### config.mk
export PLATFORM = sky130hd
export DESIGN_NAME = approx_addsub
export DESIGN_NICKNAME = d
export VERILOG_FILES = /design/src/rtl/approx_pkg.sv /design/src/rtl/dual_mode_fa.sv /design/src/rtl/approx_depth_dec.sv /design/src/rtl/approx_addsub.sv
export SDC_FILE = /design/constraint.sdc
export NUM_CORES = 1
export LEC_CHECK = 0
export ABC_AREA = 0
export BUFFER_PORTS_ARGS = -buffer_cell sky130_fd_sc_hd__clkbuf_2
export CORE_UTILIZATION = 44
export CTS_CLUSTER_DIAMETER = 40
export DETAILED_ROUTE_END_ITERATION = 6
export PLACE_DENSITY_LB_ADDON = 0.08
export SLEW_MARGIN = 20
export SYNTH_ARGS = -nofsm -noshare
export SYNTH_HDL_FRONTEND = slang
export SYNTH_SLANG_ARGS = --single-unit
### constraint.sdc
create_clock -name clk -period 0.8 [get_ports clk]
set_input_delay 0.08 -clock clk [delete_from_list [all_inputs] [get_ports clk]]
set_output_delay 0.08 -clock clk [all_outputs]
set_load 0.02 [all_outputs]
### src/rtl/approx_pkg.sv
package approx_pkg;
    localparam int DATA_W  = 8;
    localparam int LEVEL_W = $clog2(DATA_W + 1);

    typedef struct packed {
        logic [DATA_W-1:0]  sum;
        logic               carry;
        logic [LEVEL_W-1:0] level;
        logic [DATA_W-1:0]  off;
    } result_t;
endpackage

### src/rtl/dual_mode_fa.sv
module dual_mode_fa (
    input  logic a,
    input  logic b,
    input  logic cin,
    input  logic app,
    output logic s,
    output logic cout,
    output logic exact_on
);
    logic s_exact, c_exact;

    always_comb begin
        s_exact  = a ^ b ^ cin;
        c_exact  = (a & b) | (cin & (a ^ b));
        // approximate mode: sum follows B, carry follows A, carry-in unused
        s        = app ? b : s_exact;
        cout     = app ? a : c_exact;
        exact_on = ~app;
    end
endmodule

### src/rtl/approx_depth_dec.sv
module approx_depth_dec #(
    parameter int WIDTH    = 8,
    parameter int TH_LO    = 4,
    parameter int TH_HI    = 6,
    parameter int DEPTH_LO = 2,
    parameter int DEPTH_HI = 4,
    localparam int LW      = $clog2(WIDTH + 1)
) (
    input  logic [WIDTH-1:0] op_a,
    input  logic [WIDTH-1:0] op_b,
    input  logic             qual_en,
    output logic [LW-1:0]    depth
);
    logic [WIDTH-1:0] merged;
    logic             hit_lo, hit_hi;

    always_comb begin
        merged = op_a | op_b;
        hit_lo = 1'b0;
        hit_hi = 1'b0;
        for (int i = TH_LO; i < WIDTH; i++) begin
            if (merged[i]) begin
                if (i >= TH_HI) hit_hi = 1'b1;
                else            hit_lo = 1'b1;
            end
        end
        if (!qual_en)     depth = '0;
        else if (hit_hi)  depth = LW'(DEPTH_HI);
        else if (hit_lo)  depth = LW'(DEPTH_LO);
        else              depth = '0;
    end
endmodule

### src/rtl/approx_addsub.sv
module approx_addsub
    import approx_pkg::*;
#(
    parameter int TH_LO    = 4,
    parameter int TH_HI    = 6,
    parameter int DEPTH_LO = 2,
    parameter int DEPTH_HI = 4
) (
    input  logic               clk,
    input  logic               rst_n,
    input  logic [DATA_W-1:0]  op_a,
    input  logic [DATA_W-1:0]  op_b,
    input  logic               sub_en,
    input  logic               qual_en,
    output logic [DATA_W-1:0]  sum_q,
    output logic               carry_q,
    output logic [LEVEL_W-1:0] level_q,
    output logic [DATA_W-1:0]  exact_off_q
);
    logic [LEVEL_W-1:0] depth_w;
    logic [DATA_W-1:0]  b_eff;
    logic [DATA_W:0]    chain;
    logic [DATA_W-1:0]  app_w, sum_w, exact_on_w;
    result_t            st_d, st_q;

    approx_depth_dec #(
        .WIDTH(DATA_W), .TH_LO(TH_LO), .TH_HI(TH_HI),
        .DEPTH_LO(DEPTH_LO), .DEPTH_HI(DEPTH_HI)
    ) u_dec (
        .op_a(op_a), .op_b(op_b), .qual_en(qual_en), .depth(depth_w)
    );

    assign b_eff    = sub_en ? ~op_b : op_b;
    assign chain[0] = sub_en;

    for (genvar i = 0; i < DATA_W; i++) begin : g_cell
        assign app_w[i] = (LEVEL_W'(i) < depth_w);
        dual_mode_fa u_fa (
            .a(op_a[i]), .b(b_eff[i]), .cin(chain[i]), .app(app_w[i]),
            .s(sum_w[i]), .cout(chain[i+1]), .exact_on(exact_on_w[i])
        );
    end

    always_comb begin
        st_d.sum   = sum_w;
        st_d.carry = chain[DATA_W];
        st_d.level = depth_w;
        st_d.off   = ~exact_on_w;
    end

    always_ff @(posedge clk or negedge rst_n) begin
        if (!rst_n) st_q <= '0;
        else        st_q <= st_d;
    end

    assign sum_q       = st_q.sum;
    assign carry_q     = st_q.carry;
    assign level_q     = st_q.level;
    assign exact_off_q = st_q.off;

    AST_EXACT_ARITH: assert property (@(posedge clk) disable iff (!rst_n)
        !qual_en |=> {carry_q, sum_q} ==
            $past({1'b0, op_a} + {1'b0, b_eff} + {{DATA_W{1'b0}}, sub_en}));
    AST_QUAL_OFF_EXACT: assert property (@(posedge clk) disable iff (!rst_n)
        !qual_en |=> level_q == '0);
    AST_DEEP_BAND: assert property (@(posedge clk) disable iff (!rst_n)
        (qual_en && |((op_a | op_b) >> TH_HI)) |=> level_q == LEVEL_W'(DEPTH_HI));
    AST_PASS_THROUGH: assert property (@(posedge clk) disable iff (!rst_n)
        (qual_en && |((op_a | op_b) >> TH_HI)) |=>
            sum_q[DEPTH_HI-1:0] == $past(b_eff[DEPTH_HI-1:0]));
    AST_IDLE_FLAGS: assert property (@(posedge clk) disable iff (!rst_n)
        exact_off_q == ((DATA_W'(1) << level_q) - DATA_W'(1)));
endmodule

## Word-level counts from Yosys, hierarchy flattened

Cells that the tools add are included.

| word-level totals | value |
|---|---|
| output and inout bits | 21 |
| input bits | 20 |
| register bits after elaboration | 21 |
| logic and storage cells | 87 |

| operators by class | value |
|---|---|
| bitwise gates (word level) | 51 |
| multiplexer cells | 24 |
| order comparisons | 8 |

Operators by type and width:

| operator | count |
|---|---|
| 1-bit 2-to-1 mux | 20 |
| 1-bit AND | 16 |
| 3-bit by 4-bit < comparator with 1-bit output (first input constant) | 4 |
| 8-bit NOT | 2 |
| 1-bit bitwise XOR | 16 |
| 1-bit by 4-bit < comparator with 1-bit output (first input constant) | 2 |
| 2-bit by 4-bit < comparator with 1-bit output (first input constant) | 2 |
| 4-bit 2-to-1 mux | 2 |
| 8-bit 2-to-1 mux | 1 |
| 1-bit NOT | 8 |
| 1-bit bitwise OR | 8 |
| 8-bit bitwise OR | 1 |
| 2-bit 2-to-1 mux | 1 |

## Longest topological paths before layout

Gate-level depths: netlist of the first run.

| logic depth | value |
|---|---|
| word-level depth | 29 |
| depth in mapped cells | 20 |

## Cells and area by module

From an unflattened synthesis of the first run, not the netlist that was laid out.

| second synthesis, totals | value |
|---|---|
| cells, all modules | 85 |
| area total of the unflattened synthesis | 1106.1 µm² |

By module, submodules not included:

| module | sequential area each (µm²) | times used | area each (µm²) | cells each |
|---|---|---|---|---|
| approx_addsub | 525.5 | 1 | 690.7 | 46 |
| dual_mode_fa | 0.0 | 8 | 46.3 | 4 |
| approx_depth_dec | 0.0 | 1 | 45.0 | 7 |

## Least setup slack after synthesis of the first run

No wires, ideal clock.

| timing | value |
|---|---|
| path kind | input-to-reg |
| start | input op_a[4] |
| end | register st_q, in the netlist sum_q[7] |
| buffers on the path | 2 |
| data required time | 0.664 ns |
| setup time | 0.136 ns |
| data arrival time | 4.300 ns |
| stages on the path | 20 |
| path slack | -3.635 ns |
| cells stage by stage | or4_4 o21ai_4 nand2b_1 mux2i_1 fa_1 nand2_1 o21ai_0 fa_1 nand2_1 o21ai_0 fa_1 nand2_1 o21ai_0 fa_1 clkbuf_1 fa_1 clkbuf_1 fa_1 inv_1 fa_1 |

| on the way | value |
|---|---|
| word-level cells in the longest chain between the ends | 28 |
| elaborated cells between the ends (all ways) | 37 |
| classes of those cells | order compare: 8; mux: 13; bitwise: 16 |

Ends and longest elaborated chain:

| what | RTL line | RTL |
|---|---|---|
| start: declaration | approx_addsub.sv:11 | `input logic [DATA_W-1:0] op_a,` |
| 8-bit bitwise OR | approx_depth_dec.sv:18 | `merged = op_a \| op_b;` |
| 1-bit 2-to-1 mux (2 in series) | approx_depth_dec.sv:22 | `if (merged[i]) begin` |
| 2-bit 2-to-1 mux | approx_depth_dec.sv:29 | `else if (hit_lo) depth = LW'(DEPTH_LO);` |
| 4-bit 2-to-1 mux | approx_depth_dec.sv:28 | `else if (hit_hi) depth = LW'(DEPTH_HI);` |
| 4-bit 2-to-1 mux | approx_depth_dec.sv:27 | `if (!qual_en) depth = '0;` |
| 1-bit by 4-bit < comparator with 1-bit output | approx_addsub.sv:37 | `assign app_w[i] = (LEVEL_W'(i) < depth_w);` |
| 1-bit 2-to-1 mux | dual_mode_fa.sv:17 | `cout = app ? a : c_exact;` |
| 1-bit AND | dual_mode_fa.sv:14 | `c_exact = (a & b) \| (cin & (a ^ b));` |
| [12 not listed] | - |  |
| 1-bit bitwise OR | dual_mode_fa.sv:14 |  |
| 1-bit 2-to-1 mux | dual_mode_fa.sv:17 |  |
| 1-bit AND | dual_mode_fa.sv:14 |  |
| 1-bit bitwise OR | dual_mode_fa.sv:14 |  |
| 1-bit 2-to-1 mux | dual_mode_fa.sv:17 |  |
| 1-bit bitwise XOR | dual_mode_fa.sv:13 | `s_exact = a ^ b ^ cin;` |
| 1-bit 2-to-1 mux * | dual_mode_fa.sv:16 | `s = app ? b : s_exact;` |
| named net g_cell[7].u_fa.s | dual_mode_fa.sv:6 | `output logic s,` |
| end signal: assignment | approx_addsub.sv:53 | `else st_q <= st_d;` |
| end: declaration | approx_addsub.sv:24 | `result_t st_d, st_q;` |

Mark *: on every way through the listed nets, which the timed path passes. The rest lies on a longest branch.

## Worst setup path in the final report of the first run

| timing | value |
|---|---|
| start | input op_a[5] |
| end | register st_q, in the netlist sum_q[7] |

| on the way | value |
|---|---|
| word-level cells in the longest chain between the ends | 27 |
| elaborated cells between the ends (all ways) | 36 |
| classes of those cells | order compare: 8; mux: 12; bitwise: 16 |

Ends and longest elaborated chain:

| what | RTL line |
|---|---|
| 8-bit bitwise OR | approx_depth_dec.sv:18 |
| 1-bit 2-to-1 mux | approx_depth_dec.sv:22 |
| 2-bit 2-to-1 mux | approx_depth_dec.sv:29 |
| 4-bit 2-to-1 mux | approx_depth_dec.sv:28 |
| 4-bit 2-to-1 mux | approx_depth_dec.sv:27 |
| 1-bit by 4-bit < comparator with 1-bit output | approx_addsub.sv:37 |
| 1-bit 2-to-1 mux | dual_mode_fa.sv:17 |
| 1-bit AND | dual_mode_fa.sv:14 |
| [12 not listed] | - |
| 1-bit bitwise OR | dual_mode_fa.sv:14 |
| 1-bit 2-to-1 mux | dual_mode_fa.sv:17 |
| 1-bit AND | dual_mode_fa.sv:14 |
| 1-bit bitwise OR | dual_mode_fa.sv:14 |
| 1-bit 2-to-1 mux | dual_mode_fa.sv:17 |
| 1-bit bitwise XOR | dual_mode_fa.sv:13 |
| 1-bit 2-to-1 mux * | dual_mode_fa.sv:16 |
| named net g_cell[7].u_fa.s | dual_mode_fa.sv:6 |

Marks and branches as above.

==> metrics.cfg, run 1 <==
[outcome]
status = finished, violations left
violations = setup timing

[worst_hold_path]
hold_path.class = in2reg
whs_path_depth = 3

[cells_and_area]
final_common_cell = buf_6
syn_to_final_growth_pct = 63.9
finalNonFillerCells = 146
fill_cells = 100
diodes = 0
nets = 150
final_cell_mix = 22 x buf_6, 18 x clkbuf_2, 14 x buf_4, 13 x dfrtp_1, 11 x inv_1
drive_above_1_share_pct = 62.3

[logic_synthesis]
ys_seq_area_share_pct = 41.0
syn_avg_cell_area_sq_um = 11.3
ys_ff_latch = 13
yosysWarnings = 0
synthCells = 70
syn-cell-area_sq_um = 793
yosysUniqueCellTypes = 16

[power_and_ir_drop]
p_seq_share_pct = 38.9
switching_share_pct = 32.7
power_per_cell_area_nw_per_um2 = 1640
peakVddDrop_v = 0.000837
pwr-share-comb_pct = 43.2
pwr-share-clk_pct = 17.9
cellLeakagePower_uw = 0.000661
power_switching_uw = 697
p_int_uw = 1440
total_power_uw = 2140

[sta]
hold_viol = 0
layout_setup_ws_ps = -3100
max_freq_mhz = 256
rsz0062_at_grt = yes
finalSetupViolations = 29
period_minus_slack_ps = 3900
drv_slew = 0
timing.final.crit_share_pct = 488
holdWs_ps = 101

[floorplanning]
die_w_um = 44.5
die_area_sq_um = 1980
pin_count = 41
num_rows = 14
die_y_um = 44.5
design.core.area_sq_um = 1590
start_util_pct = 49.8

[clocking]
cts_buffer_depth = 2
cts.clk_slew.worst_paths_ps = 80
cts_tree = yes
htreeDepth = 1
clkSinkCount = 13
numCtsBuffers = 3
ctsRootBufferMaster = clkbuf_4

[global_routing]
met2_usage_pct = 29.7
top_usage_layer = met2
antenna_found_initial = 0
grt_remaining_overflow = 0
gr-usage-met3_pct = 1.63
grtUsageMet1_pct = 21.8
grt_max_degree = 14
grt_use_total_pct = 17.7
first_global_vias = 611
grt_pass1_wl_mm = 2.50

[route]
vias = 621
wl_per_cell_um = 10.9
drt_iter0_drc = 3
ant_nets = 0
routed_wirelength_mm = 1.60
post_drt_via_cell_ratio = 4.25
route.detailed.drc = 0
first_pass_iters = 4

[worst_setup_path]
cp-endpoint = sum_q[7]
critPathKind = in2reg
worstSetupStartpoint = op_a[5]
start_kind = input port
cp_max_fo = 2
critPathCaptureType = flip-flop
cp.arrival_ps = 4040
crit_required_ps = 940

[place]
gp_congestion = 0.682
place_inst = 137
io_buffers = 36
hpwlAfterDp_mm = 1.20

[flow_run]
maxCapViolCount = 0

[metal layers]
layer  part of all wire (%)  up-vias  wire [um]
li1                       -      304          -
met1                     38      288        602
met2                     56       27        891
met3                    5.1        2         82
met4                    1.2        0         19
met5                      0        -          0
[flip-flops by register name, indices dropped and copies added (netlist names)]
signal       count
level_q          1
carry_q          1
exact_off_q      3
sum_q            8
[cell type report]
type	instances	area, sq um	area share, %
timing repair buffer	55	453	34.8
multi-input combinational	37	417	32.1
sequential	13	325	25.0
inverter	13	48.8	3.75
tap	24	30.0	2.31
clock buffer	4	26.3	2.02
[cell usage after synthesis (all sizes together)]
| master | instances | share of area [%] |
|---|---|---|
| nor3b | 1 | 0.95 |
| fa | 7 | 18 |
| buf | 9 | 8.2 |
| mux2i | 5 | 6.3 |
| inv | 13 | 6.2 |
| xor2 | 1 | 1.1 |
| dfrtp | 13 | 41 |
| conb | 1 | 0.47 |
| xnor2 | 7 | 7.7 |
| or4 | 2 | 2.8 |
| o21ai | 4 | 3.9 |
| nand2 | 4 | 1.9 |
| nand2b | 1 | 0.79 |
| clkbuf | 2 | 0.95 |
[timing repair]
item / 4_1_cts / 5_1_grt
hold buffers: 1 / 0
pin swaps: 3 / 1
resized for setup: 4 / 60
endpoints found under the hold margin: 13 / 0
endpoints found under the setup margin: 29 / 29
buffers inserted: 1 / 3
[through the flow]
stage,cell area [sq um],setup WS [ps],setup TNS (ps),util (%)
after CTS,1130,-3110,-19100,71.0
after detailed placement,1070,-3440,-21580,67.4
after global routing,1300,-3220,-20600,81.6
after floorplan,832,-3390,-19830,-
final,1300,-3100,-19130,81.6
after global placement,1070,-3350,-20970,67.4
[worst min path at each step]
stage,end,slack [ps],startpoint
floorplan,carry_q,-220,rst_n
global placement,exact_off_q[4],-10,rst_n
detailed placement,sum_q[6],-7,rst_n
CTS,sum_q[0],90,op_b[0]
global route,sum_q[0],110,op_b[0]
finish,sum_q[0],100,op_b[0]
[power by group through the flow]
stage	registers, uW	clock network (uW)	logic [uW]
after global placement	811	0	694
after detailed placement	817	0	728
after floorplan	964	0	303
final	831	382	923
after global routing	840	428	1010
after CTS	803	407	752
[cell families after synthesis]
| kind of cell | Yosys count | share of synthesized area [%] |
|---|---|---|
| simple gates | 8 | 6.47 |
| other cells | 1 | 0.473 |
| compound gates | 4 | 3.94 |
| xor+xnor | 8 | 8.83 |
| flops | 13 | 41.0 |
| mux | 5 | 6.31 |
| fa+ha+maj | 7 | 17.7 |
| buf+inv | 24 | 15.3 |
[critical path: stages]
cell and delay [ps]:
clkbuf_2 90, or4_4 560, o21ai_4 170, nand2b_1 80, mux2i_1 150, fa_2 350
nand2_2 60, o21ai_2 60, fa_2 320, nand2_1 60, o21ai_1 70, fa_2 330
nand2_2 70, o21ai_2 60, fa_2 350, fa_2 340, fa_2 340, inv_2 70
fa_2 430
Power figures use the tool's default switching activity.
==> run 2: changes to the inputs <==
Settings changed: TNS_END_PERCENT set to 10.
==> run 2 against run 1 <==
- the flow still finishes with violations (setup timing)
- first-iteration DRC count grew to 3.7 times the previous value
- power shrank 7.1%
- final cell count fell by 0.68%
- hold slack got worse by 3.1 ps
- sequential share of layout area rose by 2.8 points
- via count up 0.32%
- clock-buffer cell count shrank 1
- combinational power decreased by 15%
- critical path depth unchanged
- global-route usage is essentially flat
- clock power increased by 5%
- routed wire length up 1.0%
==> metrics.cfg, run 2 (synthesized netlist as in run 1, its figures left out) <==
[floorplanning]
start_util_pct = 49.8
die_area_sq_um = 1980
die_w_um = 44.5
design.core.area_sq_um = 1590
die_y_um = 44.5
pin_count = 41
num_rows = 14

[outcome]
violations = setup timing
status = finished, violations left

[power_and_ir_drop]
pwr-share-comb_pct = 39.7
cellLeakagePower_uw = 0.000623
power_per_cell_area_nw_per_um2 = 1700
power_switching_uw = 698
p_seq_share_pct = 40.1
pwr-share-clk_pct = 20.2
switching_share_pct = 35.2
p_int_uw = 1290
peakVddDrop_v = 0.00108

[route]
wl_met3_um = 61
top_layer_used = met4
post_drt_via_cell_ratio = 4.30
route.met2.wl_um = 952
first_pass_iters = 2
drt_iter0_drc = 11
ant_nets = 0
wl_met1_um = 575
wl_per_cell_um = 11.1
routed_wirelength_mm = 1.61
route.detailed.drc = 0
vias = 623

[sta]
layout_setup_ws_ps = -3110
finalSetupViolations = 29
drv_slew = 0
finalSetupTns_ps = -19040
max_freq_mhz = 256
rsz0062_at_grt = yes
timing.final.crit_share_pct = 489
hold_viol = 0
period_minus_slack_ps = 3910

[global_routing]
grt_pass1_wl_mm = 2.40
grt_use_total_pct = 17.7
grt_max_degree = 14
antenna_found_initial = 0
grt_remaining_overflow = 0
first_global_vias = 584

[place]
io_buffers = 36
place_inst = 139
pre_cts_slack_ps = -3560
hpwlAfterDp_mm = 1.31
dpl-instance-area_sq_um = 1070
gp_congestion = 0.700

[cells_and_area]
drive_above_1_share_pct = 63.6
design_area_sq_um = 1170
final_common_cell = clkbuf_2
final_cell_mix = 21 x clkbuf_2, 16 x buf_4, 13 x dfrtp_1, 13 x buf_2, 10 x inv_1
syn_to_final_growth_pct = 47.3
finalNonFillerCells = 145
diodes = 0
largest_reg_flops = 8
nets = 149

[worst_setup_path]
cp.arrival_ps = 4060
worstSetupStartpoint = op_b[5]
cp_max_fo = 2
critPathKind = in2reg
critPathCaptureType = flip-flop
start_kind = input port
crit_required_ps = 950

[worst_hold_path]
min_from = op_b[0]
hold_path.class = in2reg

[clocking]
htreeDepth = 1
numCtsBuffers = 3
cts_tree = yes
ctsRootBufferMaster = clkbuf_4
clkSinkCount = 13
cts.clk_slew.worst_paths_ps = 80
cts_buffer_depth = 2

[flow_run]
maxCapViolCount = 0

## run 2: cell count changes in the layout (fill, tap and decap cells not counted), moves of 2 or more
cell	before	now
buf_2	0	13
buf_6	22	3
clkbuf_2	18	21
buf_4	14	16
## run 2: routing by layer
metal  up-vias  track usage (%)
met2        25             35.3
met1       297             18.0
met4         0             9.09
met5         -                0
met3         4             1.22
li1        297                -
## run 2: per-stage QoR
step | utilization, % | power [uW] | hold slack (ps)
2_1_floorplan | - | 1260 | -216
3_3_place_gp | 67.4 | 1500 | -10.3
3_5_place_dp | 67.4 | 1540 | -7.27
4_1_cts | 71.7 | 1970 | 94.3
5_1_grt | 73.3 | 2100 | 104
6_report | 73.3 | 1980 | 97.9
## run 2: path summary, 6_finish.rpt
| kind | endpoint | slack (ps) | cells past startpoint |
|---|---|---|---|
| worst max-delay path | sum_q[7] | -3110 | 19 |
| worst min-delay path | sum_q[0] | 100 | 3 |
| max in group asynchronous | exact_off_q[1] | 330 | 2 |
| min in group asynchronous | sum_q[4] | 230 | 2 |
## run 2: critical path, stage by stage
cell and delay, ps:
buf_6 90, or4_4 550, o21ai_4 170, nand2b_1 80, mux2i_1 140, fa_2 350
nand2_2 80, o21ai_2 70, fa_2 330, nand2_2 70, o21ai_2 60, fa_2 330
nand2_2 60, o21ai_2 60, fa_2 360, fa_2 340, fa_2 340, inv_2 80
fa_2 420
## run 2: area by class of cell
cell class                 count  area, sq um
clock buffer                   3         22.5
inverter                      13         48.8
tap                           24         30.0
multi-input combinational     37          403
clock inverter                 1         5.00
timing repair buffer          54          334
fill                         127          425
sequential                    13          325
## run 2: power groups by stage
stage / Sequential (uW) / Combinational (uW) / Clock (uW)
after floorplan: 964 / 291 / 0
after global placement: 809 / 691 / 0
after detailed placement: 813 / 727 / 0
after CTS: 800 / 762 / 410
after global routing: 806 / 852 / 445
final: 795 / 788 / 400
## run 2: what timing repair did
item / in CTS / in global routing
setup buffers: 1 / 0
endpoints found under the setup margin: 29 / 29
hold buffers: 1 / 0
pin swaps: 3 / 1
resized for setup: 9 / 23
hold endpoints to repair: 13 / 0
